**src/rtl/pabt_pkg.sv**
```systemverilog
package pabt_pkg;
  localparam int unsigned NSTG  = 3;
  localparam int unsigned STG_F = 0;
  localparam int unsigned STG_E = NSTG - 1;

  typedef struct packed {
    logic vld;
    logic abt;
  } tag_t;

  localparam tag_t TAG_EMPTY = '{vld: 1'b0, abt: 1'b0};
endpackage

```
**src/rtl/pabt_stage_reg.sv**
```systemverilog
module pabt_stage_reg
  import pabt_pkg::*;
#(
  parameter int unsigned AW = 32
) (
  input  logic          clk_i,
  input  logic          rst_ni,
  input  logic          hold_i,
  input  logic          clr_i,
  input  tag_t          tag_i,
  input  logic [AW-1:0] addr_i,
  output tag_t          tag_o,
  output logic [AW-1:0] addr_o
);
  tag_t          tag_q;
  logic [AW-1:0] addr_q;

  always_ff @(posedge clk_i or negedge rst_ni) begin
    if (!rst_ni) begin
      tag_q  <= TAG_EMPTY;
      addr_q <= '0;
    end else if (clr_i) begin
      tag_q  <= TAG_EMPTY;
    end else if (!hold_i) begin
      tag_q  <= tag_i;
      addr_q <= addr_i;
    end
  end

  assign tag_o  = tag_q;
  assign addr_o = addr_q;
endmodule

```
**src/rtl/pabt_ctrl.sv**
```systemverilog
module pabt_ctrl
  import pabt_pkg::*;
(
  input  logic stall_i,
  input  logic flush_i,
  input  logic prio_exc_i,
  input  tag_t exe_tag_i,
  output logic take_o,
  output logic kill_o,
  output logic hold_o
);
  // prefetch abort ranks below branch flush and data abort / interrupt
  assign take_o = exe_tag_i.vld & exe_tag_i.abt & ~stall_i & ~flush_i & ~prio_exc_i;
  assign kill_o = take_o | flush_i | prio_exc_i;
  assign hold_o = stall_i & ~kill_o;
endmodule

```
**src/rtl/pabt_link.sv**
```systemverilog
module pabt_link #(
  parameter int unsigned AW  = 32,
  parameter int unsigned OFS = 4
) (
  input  logic [AW-1:0] addr_i,
  output logic [AW-1:0] link_o
);
  localparam logic [AW-1:0] OFS_V = AW'(OFS);
  assign link_o = addr_i + OFS_V;
endmodule

```
**src/rtl/ifetch_abort_tag.sv**
```systemverilog
module ifetch_abort_tag
  import pabt_pkg::*;
#(
  parameter int unsigned AW       = 32,
  parameter int unsigned LINK_OFS = 4
) (
  input  logic               clk_i,
  input  logic               rst_ni,
  input  logic               fetch_i,
  input  logic [AW-1:0]      fetch_addr_i,
  input  logic               fetch_err_i,
  input  logic               flush_i,
  input  logic               stall_i,
  input  logic               prio_exc_i,
  output logic [NSTG-1:0]    stage_valid_o,
  output logic [NSTG-1:0]    stage_abort_o,
  output logic               pabt_exc_o,
  output logic [AW-1:0]      link_o
);
  tag_t          tag_in  [NSTG];
  tag_t          tag_q   [NSTG];
  logic [AW-1:0] addr_in [NSTG];
  logic [AW-1:0] addr_q  [NSTG];
  logic          take, kill, hold;

  pabt_ctrl u_ctrl (
    .stall_i    (stall_i),
    .flush_i    (flush_i),
    .prio_exc_i (prio_exc_i),
    .exe_tag_i  (tag_q[STG_E]),
    .take_o     (take),
    .kill_o     (kill),
    .hold_o     (hold)
  );

  for (genvar i = 0; i < NSTG; i++) begin : g_stg
    if (i == STG_F) begin : g_fetch
      // fetch slot always accepts the redirect fetch, even on a kill
      assign tag_in[i]  = '{vld: fetch_i, abt: fetch_i & fetch_err_i};
      assign addr_in[i] = fetch_addr_i;
      pabt_stage_reg #(.AW(AW)) u_reg (
        .clk_i  (clk_i),
        .rst_ni (rst_ni),
        .hold_i (hold),
        .clr_i  (1'b0),
        .tag_i  (tag_in[i]),
        .addr_i (addr_in[i]),
        .tag_o  (tag_q[i]),
        .addr_o (addr_q[i])
      );
    end else begin : g_mid
      assign tag_in[i]  = tag_q[i-1];
      assign addr_in[i] = addr_q[i-1];
      pabt_stage_reg #(.AW(AW)) u_reg (
        .clk_i  (clk_i),
        .rst_ni (rst_ni),
        .hold_i (hold),
        .clr_i  (kill),
        .tag_i  (tag_in[i]),
        .addr_i (addr_in[i]),
        .tag_o  (tag_q[i]),
        .addr_o (addr_q[i])
      );
    end
    assign stage_valid_o[i] = tag_q[i].vld;
    assign stage_abort_o[i] = tag_q[i].abt;
  end

  pabt_link #(.AW(AW), .OFS(LINK_OFS)) u_link (
    .addr_i (addr_q[STG_E]),
    .link_o (link_o)
  );

  assign pabt_exc_o = take;
endmodule

```
**config.mk**
```make
export PLATFORM = sky130hd
export DESIGN_NAME = ifetch_abort_tag
export DESIGN_NICKNAME = d
export VERILOG_FILES = /design/src/rtl/pabt_pkg.sv /design/src/rtl/pabt_stage_reg.sv /design/src/rtl/pabt_ctrl.sv /design/src/rtl/pabt_link.sv /design/src/rtl/ifetch_abort_tag.sv
export SDC_FILE = /design/constraint.sdc
export NUM_CORES = 1
export LEC_CHECK = 0
export ABC_AREA = 1
export BUFFER_PORTS_ARGS = -buffer_cell sky130_fd_sc_hd__clkbuf_2
export CORE_MARGIN = 1.5
export CORE_UTILIZATION = 45
export CTS_CLUSTER_SIZE = 20
export DETAILED_ROUTE_END_ITERATION = 7
export PLACE_DENSITY_LB_ADDON = 0.05
export SETUP_SLACK_MARGIN = 0.15
export SLEW_MARGIN = 25
export SYNTH_ARGS = -nofsm -noshare
export SYNTH_HDL_FRONTEND = slang
export SYNTH_SLANG_ARGS = --single-unit
export TNS_END_PERCENT = 100
```
**constraint.sdc**
```tcl
create_clock -name clk_i -period 1.9 [get_ports clk_i]
set_input_delay 0.475 -clock clk_i [delete_from_list [all_inputs] [get_ports clk_i]]
set_output_delay 0.475 -clock clk_i [all_outputs]
set_load 0.01 [all_outputs]
```
==> results.json, run 1 <==
{
  "status": "finished with violations",
  "violations": "negative setup slack",
  "gp_congestion": 0.8983,
  "yosysTopAreaCellShare": 0.5502,
  "power.density_nw_per_um2": 890.1,
  "cp_max_fo": 4,
  "path_class": "flip-flop to output pin",
  "synth_area_leader_cell": "dfrtp_1",
  "critPathLaunchType": "flip-flop",
  "hold_viol": 0,
  "cts_tree": "done",
  "fin_skew_ns": 0.01066,
  "path_cells": "buf_4 -> ha_4 -> buf_6 -> inv_6 -> nor2_4 -> buf_4 -> buf_6 -> nand2_2 -> nand2_1 -> nand2_1 -> buf_2",
  "timing.rr.end": "g_stg[2].g_mid.u_reg.addr_o[10]$_DFFE_PN0P_",
  "slew_viol_final": 0,
  "fill_cells": 911,
  "leakage_nw": 3.156,
  "worstSetupEndpoint": "link_o[22]",
  "post-route-drc-count": 0,
  "fin_util": 0.6104,
  "synthAdderAreaFrac": 0.002697,
  "synth_top_family_by_area": "simple AND/OR/NAND/NOR gates",
  "max_freq_mhz": 439.8,
  "ys_types": 19,
  "die_w_um": 104.5,
  "hpwl_um": 8126,
  "die-area_um2": 10930,
  "slowest_stage": "dfrtp_1",
  "endpoint_kind": "output pin",
  "path_clk_slew_ns": 0.10,
  "grt_max_degree": 61,
  "crit_start": "g_stg[2].g_mid.u_reg.addr_o[3]$_DFFE_PN0P_",
  "clock-sinks": 102,
  "clkPwrFrac": 0.247,
  "finalSetupTns_ns": -6.609,
  "holdCritPathClass": "primary input to flip-flop",
  "detail-route-antenna-nets": 0,
  "synth-edff-count": 0,
  "swShare": 0.3272,
  "cp.arrival_ns": 1.80,
  "reg2reg_depth": 6,
  "ys_warn_count": 0,
  "intPower_w": 0.003605,
  "reg2reg_slack_ns": 0.67,
  "vias": 4001,
  "setup_violations": 27,
  "insertedDiodeCount": 0,
  "syn2layout_area_growth_pct": 29.77,
  "rsz0062_at_grt": "true",
  "synthSimpleGateAreaFrac": 0.2869,
  "cts-htree-levels": 3,
  "netlist_instances": 588,
  "layout.area.seq_um2": 2561,
  "synth_mux_area_frac": 0,
  "routedWlPerCell_um": 13.59,
  "drive_above_1_share": 0.3121,
  "synth_compound_area_frac": 0.06796,
  "synth.area.top_cells": "dfrtp_1 55%, nand2_1 22%, o21ai_0 6.3%, inv_1 3.6%, nor2_1 3.3%",
  "dr.pass1.iters": 4,
  "cts_buffers": 9,
  "antenna_found_initial": 0,
  "combPwrFrac": 0.239,
  "avgSynthCellArea_um2": 7.890,
  "vdd_drop_max_mv": 0.6943,
  "whs_ns": 0.2892,
  "io_pins": 78,
  "clockBufferDepth": 2,
  "grt_overflow": 0,
  "coreArea_um2": 9864,
  "synth_top_flop_cell": "dfrtp_1",
  "synth-seq-cells": 102,
  "fp.dieH_um": 104.5,
  "drt-initial-drc-count": 194,
  "critPathMaxStageDelay_ns": 0.40,
  "root_buffer": "clkbuf_8",
  "synth.cells.most_frequent": "267 x nand2_1, 102 x dfrtp_1, 58 x o21ai_0, 45 x inv_1, 41 x nor2_1",
  "hold_depth": 3,
  "pwr-share-seq": 0.515,
  "drt-total-wl_um": 11390,
  "syn_nets": 628,
  "reg2reg_from": "g_stg[2].g_mid.u_reg.tag_o[0]$_DFFE_PN0P_",
  "p_sw_w": 0.001754,
  "nets": 740,
  "fin_crit_ns": 2.274,
  "multi_input_area_um2": 2093,
  "syn_area_um2": 4639,
  "io_buffers": 77,
  "fp-row-count": 36,
  "grt_pass1_vias": 3820,
  "timing.final.crit_share": 1.197,
  "grtUsageTotal": 0.2207,
  "drv_cap": 0,
  "fin_ws_ns": -0.3739,
  "grt_pass1_wl_um": 19040,
  "start_util": 0.4703,
  "yosysMostFrequentCell": "nand2_1",
  "synth_xor_area_frac": 0.02832,
  "synthArstFlopShare": 1.000,
  "required_ns": 1.42,
  "total_power_w": 0.005359,
  "worst_pin_slew_ns": 0.4905,
  "yosysSeqAreaShare": 0.5502,
  "clk_latency_ns": 0.38,
  "via_per_inst": 4.774,
  "max_slew_margin": 0.6730
}
registers in the layout, summed over array words and instances, names as in the netlist:
signal	count
g_stg.g_mid.u_reg.tag_o	4
g_stg.g_fetch.u_reg.tag_o	2
g_stg.g_fetch.u_reg.addr_o	32
g_stg.g_mid.u_reg.addr_o	64
worst min path at each step:
stage / start / endpoint / slack (ns)
after floorplan: rst_ni / g_stg[0].g_fetch.u_reg.addr_o[0]$_DFFE_PN0N_ / 0.18
after global placement: rst_ni / g_stg[0].g_fetch.u_reg.addr_o[16]$_DFFE_PN0N_ / 0.40
after detailed placement: rst_ni / g_stg[0].g_fetch.u_reg.addr_o[16]$_DFFE_PN0N_ / 0.41
after CTS: fetch_addr_i[3] / g_stg[0].g_fetch.u_reg.addr_o[3]$_DFFE_PN0N_ / 0.27
after global routing: fetch_addr_i[9] / g_stg[0].g_fetch.u_reg.addr_o[9]$_DFFE_PN0N_ / 0.28
final: fetch_addr_i[0] / g_stg[0].g_fetch.u_reg.addr_o[0]$_DFFE_PN0N_ / 0.29
logic make-up after synthesis:
family | count (synthesis)
buf+inv | 69
simple gates | 338
fa+ha+maj | 1
xor+xnor | 15
flops | 102
compound gates | 63
what timing repair did:
item                                    in CTS  in global routing
buffers inserted                            22                  9
hold buffers                                 1                  0
pin swaps                                   20                 18
resized for setup                           50                 66
endpoints found under the hold margin       20                  0
endpoints found under the setup margin      29                 29
power by group through the flow:
stage / combinational [W] / clock (W) / sequential, W
2_1_floorplan: 0.000572 / 0 / 0.00271
3_3_place_gp: 0.000970 / 0 / 0.00278
3_5_place_dp: 0.000987 / 0 / 0.00279
4_1_cts: 0.00118 / 0.00137 / 0.00274
5_1_grt: 0.00142 / 0.00146 / 0.00280
6_report: 0.00128 / 0.00132 / 0.00276
layout by cell type (no fill, tap or decap), types with 4 or more instances in the layout:
cell,instances
inv_1,41
xor2_1,7
buf_4,37
buf_2,12
nor2_2,14
buf_6,8
nor2_1,16
nand2_1,241
nand2_2,22
clkbuf_2,62
nor2_4,18
nand2_4,7
inv_2,4
clkbuf_8,10
xnor2_2,4
o21ai_1,6
dfrtp_2,7
dfrtp_1,95
o21ai_0,57
nand3_1,16
buf_12,4
metrics by stage:
step / cell area, um^2 / cells / setup slack (ns)
3_5_place_dp: 5248 / 790 / -0.007771
3_3_place_gp: 5248 / 790 / -0.002381
5_1_grt: 6021 / 838 / -0.4634
6_report: 6021 / 838 / -0.3739
2_1_floorplan: 4649 / 588 / 0.1707
4_1_cts: 5776 / 829 / -0.3298
layout make-up:
class	instances	area share
well taps	133	0.02764
clock buffers	10	0.02286
repair buffers	124	0.1376
inverters	46	0.02951
flip-flops and latches	102	0.4254
multi-input cells	417	0.3477
clock inverters	6	0.009352
worst max-delay path, delay by kind of cell (launching register included):
family                     cells  cell delay, ns
buffers and inverters          6            0.68
adders and majority gates      1            0.17
DFF                            1            0.40
and+or+nand+nor                4            0.19
metal layers:
metal	up-vias	routed length, um	GRT usage
met5	-	0	0
met4	0	187	0.05754
met3	16	538	0.05053
met2	101	4884	0.3200
met1	1863	5779	0.3321
li1	2021	-	-
Note: power is estimated with default switching activity, not from simulation.
==> inputs of run 2 (changes only) <==
==> constraint.sdc (replaced) <==
create_clock -name clk_i -period 1.8 [get_ports clk_i]
set_input_delay 0.45 -clock clk_i [delete_from_list [all_inputs] [get_ports clk_i]]
set_output_delay 0.45 -clock clk_i [all_outputs]
set_load 0.01 [all_outputs]
==> run 2 against run 1 <==
  * The run still ends with negative setup slack left
  * Flip-flop and latch count stayed put
  * Via count up 0.55%
  * Register-to-register slack got worse by 0.11 ns
  * Sequential share of layout area is 1.0 points lower
  * Sequential power rose by 5%
  * Critical path type unchanged
==> results.json, run 2 (same netlist as run 1, synthesis figures left out) <==
{
  "leakage_nw": 3.258,
  "cp_top_family": "simple AND/OR/NAND/NOR gates",
  "endpoint_kind": "output pin",
  "clk_latency_ns": 0.35,
  "root_buffer": "clkbuf_8",
  "multi_input_area_um2": 2206,
  "syn2layout_area_growth_pct": 33.23,
  "hold_depth": 3,
  "worst_pin_slew_ns": 0.4909,
  "critPathLaunchType": "flip-flop",
  "drt-initial-drc-count": 230,
  "fin_ws_ns": -0.3382,
  "routedWlPerCell_um": 13.58,
  "drt-total-wl_um": 11500,
  "grt_overflow": 0,
  "io_pins": 78,
  "critPathMaxStageDelay_ns": 0.42,
  "setup_violations": 27,
  "reg2reg_depth": 6,
  "cts_buffers": 9,
  "fin_crit_ns": 2.138,
  "insertedDiodeCount": 0,
  "slowest_stage": "dfrtp_1",
  "finalSetupTns_ns": -6.270,
  "cp_common_cell": "nand2_1",
  "hpwl_um": 8118,
  "cp_max_fo": 4,
  "largest_reg_flops": 64,
  "status": "finished with violations",
  "dr.pass1.iters": 4,
  "path_cells": "nand2_1 -> nor2_2 -> nand2_1 -> nor2_2 -> nand2_1 -> nand2_1 -> nand2_1 -> clkbuf_2",
  "grt_pass1_wl_um": 19170,
  "timing.rr.end": "g_stg[2].g_mid.u_reg.addr_o[25]$_DFFE_PN0P_",
  "io_buffers": 77,
  "power.density_nw_per_um2": 911.4,
  "fin_cells": 847,
  "drive_above_1_share": 0.3389,
  "fp.dieH_um": 104.5,
  "start_util": 0.4703,
  "fp-row-count": 36,
  "layout.area.seq_um2": 2565,
  "timing.final.crit_share": 1.188,
  "coreArea_um2": 9864,
  "nets": 750,
  "via_per_inst": 4.750,
  "p_sw_w": 0.001798,
  "hold_start": "fetch_addr_i[5]",
  "max_slew_margin": 0.6727,
  "grt_max_degree": 75,
  "die-area_um2": 10930,
  "critPathBufInv": 1,
  "placed_cell_area_um2": 5308,
  "reg2reg_slack_ns": 0.56,
  "drv_cap": 0,
  "cts-htree-levels": 3,
  "path_class": "flip-flop to output pin",
  "gp_congestion": 0.8445,
  "die_w_um": 104.5,
  "grt_pass1_vias": 3923,
  "clockBufferDepth": 2,
  "placed_cells": 797,
  "detail-route-antenna-nets": 0,
  "clkPwrFrac": 0.231,
  "fill_cells": 886,
  "clock-sinks": 102,
  "hold_viol": 0,
  "combPwrFrac": 0.251,
  "vias": 4023,
  "final_cell_mix": "242 x nand2_1, 92 x dfrtp_1, 57 x o21ai_0, 57 x clkbuf_2, 45 x buf_4",
  "intPower_w": 0.003835,
  "holdCritPathClass": "primary input to flip-flop",
  "swShare": 0.3192,
  "max_freq_mhz": 467.7,
  "cts_tree": "done",
  "final_common_cell": "nand2_1",
  "post-place-ws_ns": -0.0009238,
  "fin_skew_ns": 0.01318,
  "antenna_found_initial": 0,
  "min_to": "g_stg[0].g_fetch.u_reg.addr_o[5]$_DFFE_PN0N_",
  "pwr-share-seq": 0.517,
  "violations": "negative setup slack",
  "post-route-cell-area_um2": 6181,
  "rsz0062_at_grt": "true",
  "grtUsageTotal": 0.2207,
  "required_ns": 1.35,
  "cp.arrival_ns": 1.69,
  "vdd_drop_max_mv": 0.5093,
  "reg2reg_from": "g_stg[2].g_mid.u_reg.tag_o[0]$_DFFE_PN0P_",
  "post-route-drc-count": 0,
  "slew_viol_final": 0,
  "path_clk_slew_ns": 0.10
}
run 2: power by group through the flow:
stage / combinational, W / clock (W) / sequential [W]
6_report: 0.00142 / 0.00130 / 0.00291
5_1_grt: 0.00158 / 0.00145 / 0.00296
3_3_place_gp: 0.00105 / 0 / 0.00293
2_1_floorplan: 0.000612 / 0 / 0.00286
3_5_place_dp: 0.00107 / 0 / 0.00294
4_1_cts: 0.00130 / 0.00136 / 0.00289
run 2: worst reg2reg max path, stage by stage, from the launching register on:
cell	delay, ns
dfrtp_1	0.42
nand3_2	0.11
nand3_2	0.11
inv_2	0.10
buf_12	0.18
nand2_1	0.15
o21ai_0	0.10
run 2: what timing repair did:
action | in CTS | in global routing
endpoints found under the hold margin | 4 | 0
setup buffers | 22 | 12
endpoints found under the setup margin | 30 | 30
gates resized for setup | 58 | 87
pin swaps | 26 | 35
hold buffers | 1 | 0
run 2: area by class of cell:
type	instances	area share
clock buffer	11	0.02287
multi-input combinational	417	0.3569
tap	133	0.02692
clock inverter	4	0.005061
sequential	102	0.4150
timing repair buffer	134	0.1449
inverter	46	0.02834
run 2: routing by layer:
layer / up-vias / share of wire / track usage / routed length, um
met5: - / 0 / 0 / 0
met1: 1867 / 0.50 / 0.3303 / 5783
met4: 0 / 0.020 / 0.06349 / 227
li1: 2044 / - / - / -
met2: 92 / 0.43 / 0.3271 / 4981
met3: 20 / 0.044 / 0.04055 / 507
run 2: worst max-delay path by stage:
stage,start,endpoint,slack (ns),depth (start not counted)
after floorplan,g_stg[2].g_mid.u_reg.addr_o[3]$_DFFE_PN0P_,link_o[16],0.14,5
after CTS,g_stg[2].g_mid.u_reg.addr_o[9]$_DFFE_PN0P_,link_o[15],-0.32,7
after detailed placement,g_stg[2].g_mid.u_reg.addr_o[3]$_DFFE_PN0P_,link_o[16],-0.0009,6
after global routing,g_stg[2].g_mid.u_reg.addr_o[18]$_DFFE_PN0P_,link_o[24],-0.45,8
after global placement,g_stg[2].g_mid.u_reg.addr_o[9]$_DFFE_PN0P_,link_o[12],-0.01,6
final,g_stg[2].g_mid.u_reg.addr_o[18]$_DFFE_PN0P_,link_o[24],-0.34,8
run 2: per-stage QoR:
| stage | util | hold slack (ns) | power (W) |
|---|---|---|---|
| after floorplan | - | 0.1544 | 0.003474 |
| after global placement | 0.5381 | 0.3929 | 0.003986 |
| after CTS | 0.5918 | 0.2665 | 0.005547 |
| after global routing | 0.6266 | 0.2735 | 0.005990 |
| final | 0.6266 | 0.2903 | 0.005634 |
| after detailed placement | 0.5381 | 0.3951 | 0.004009 |
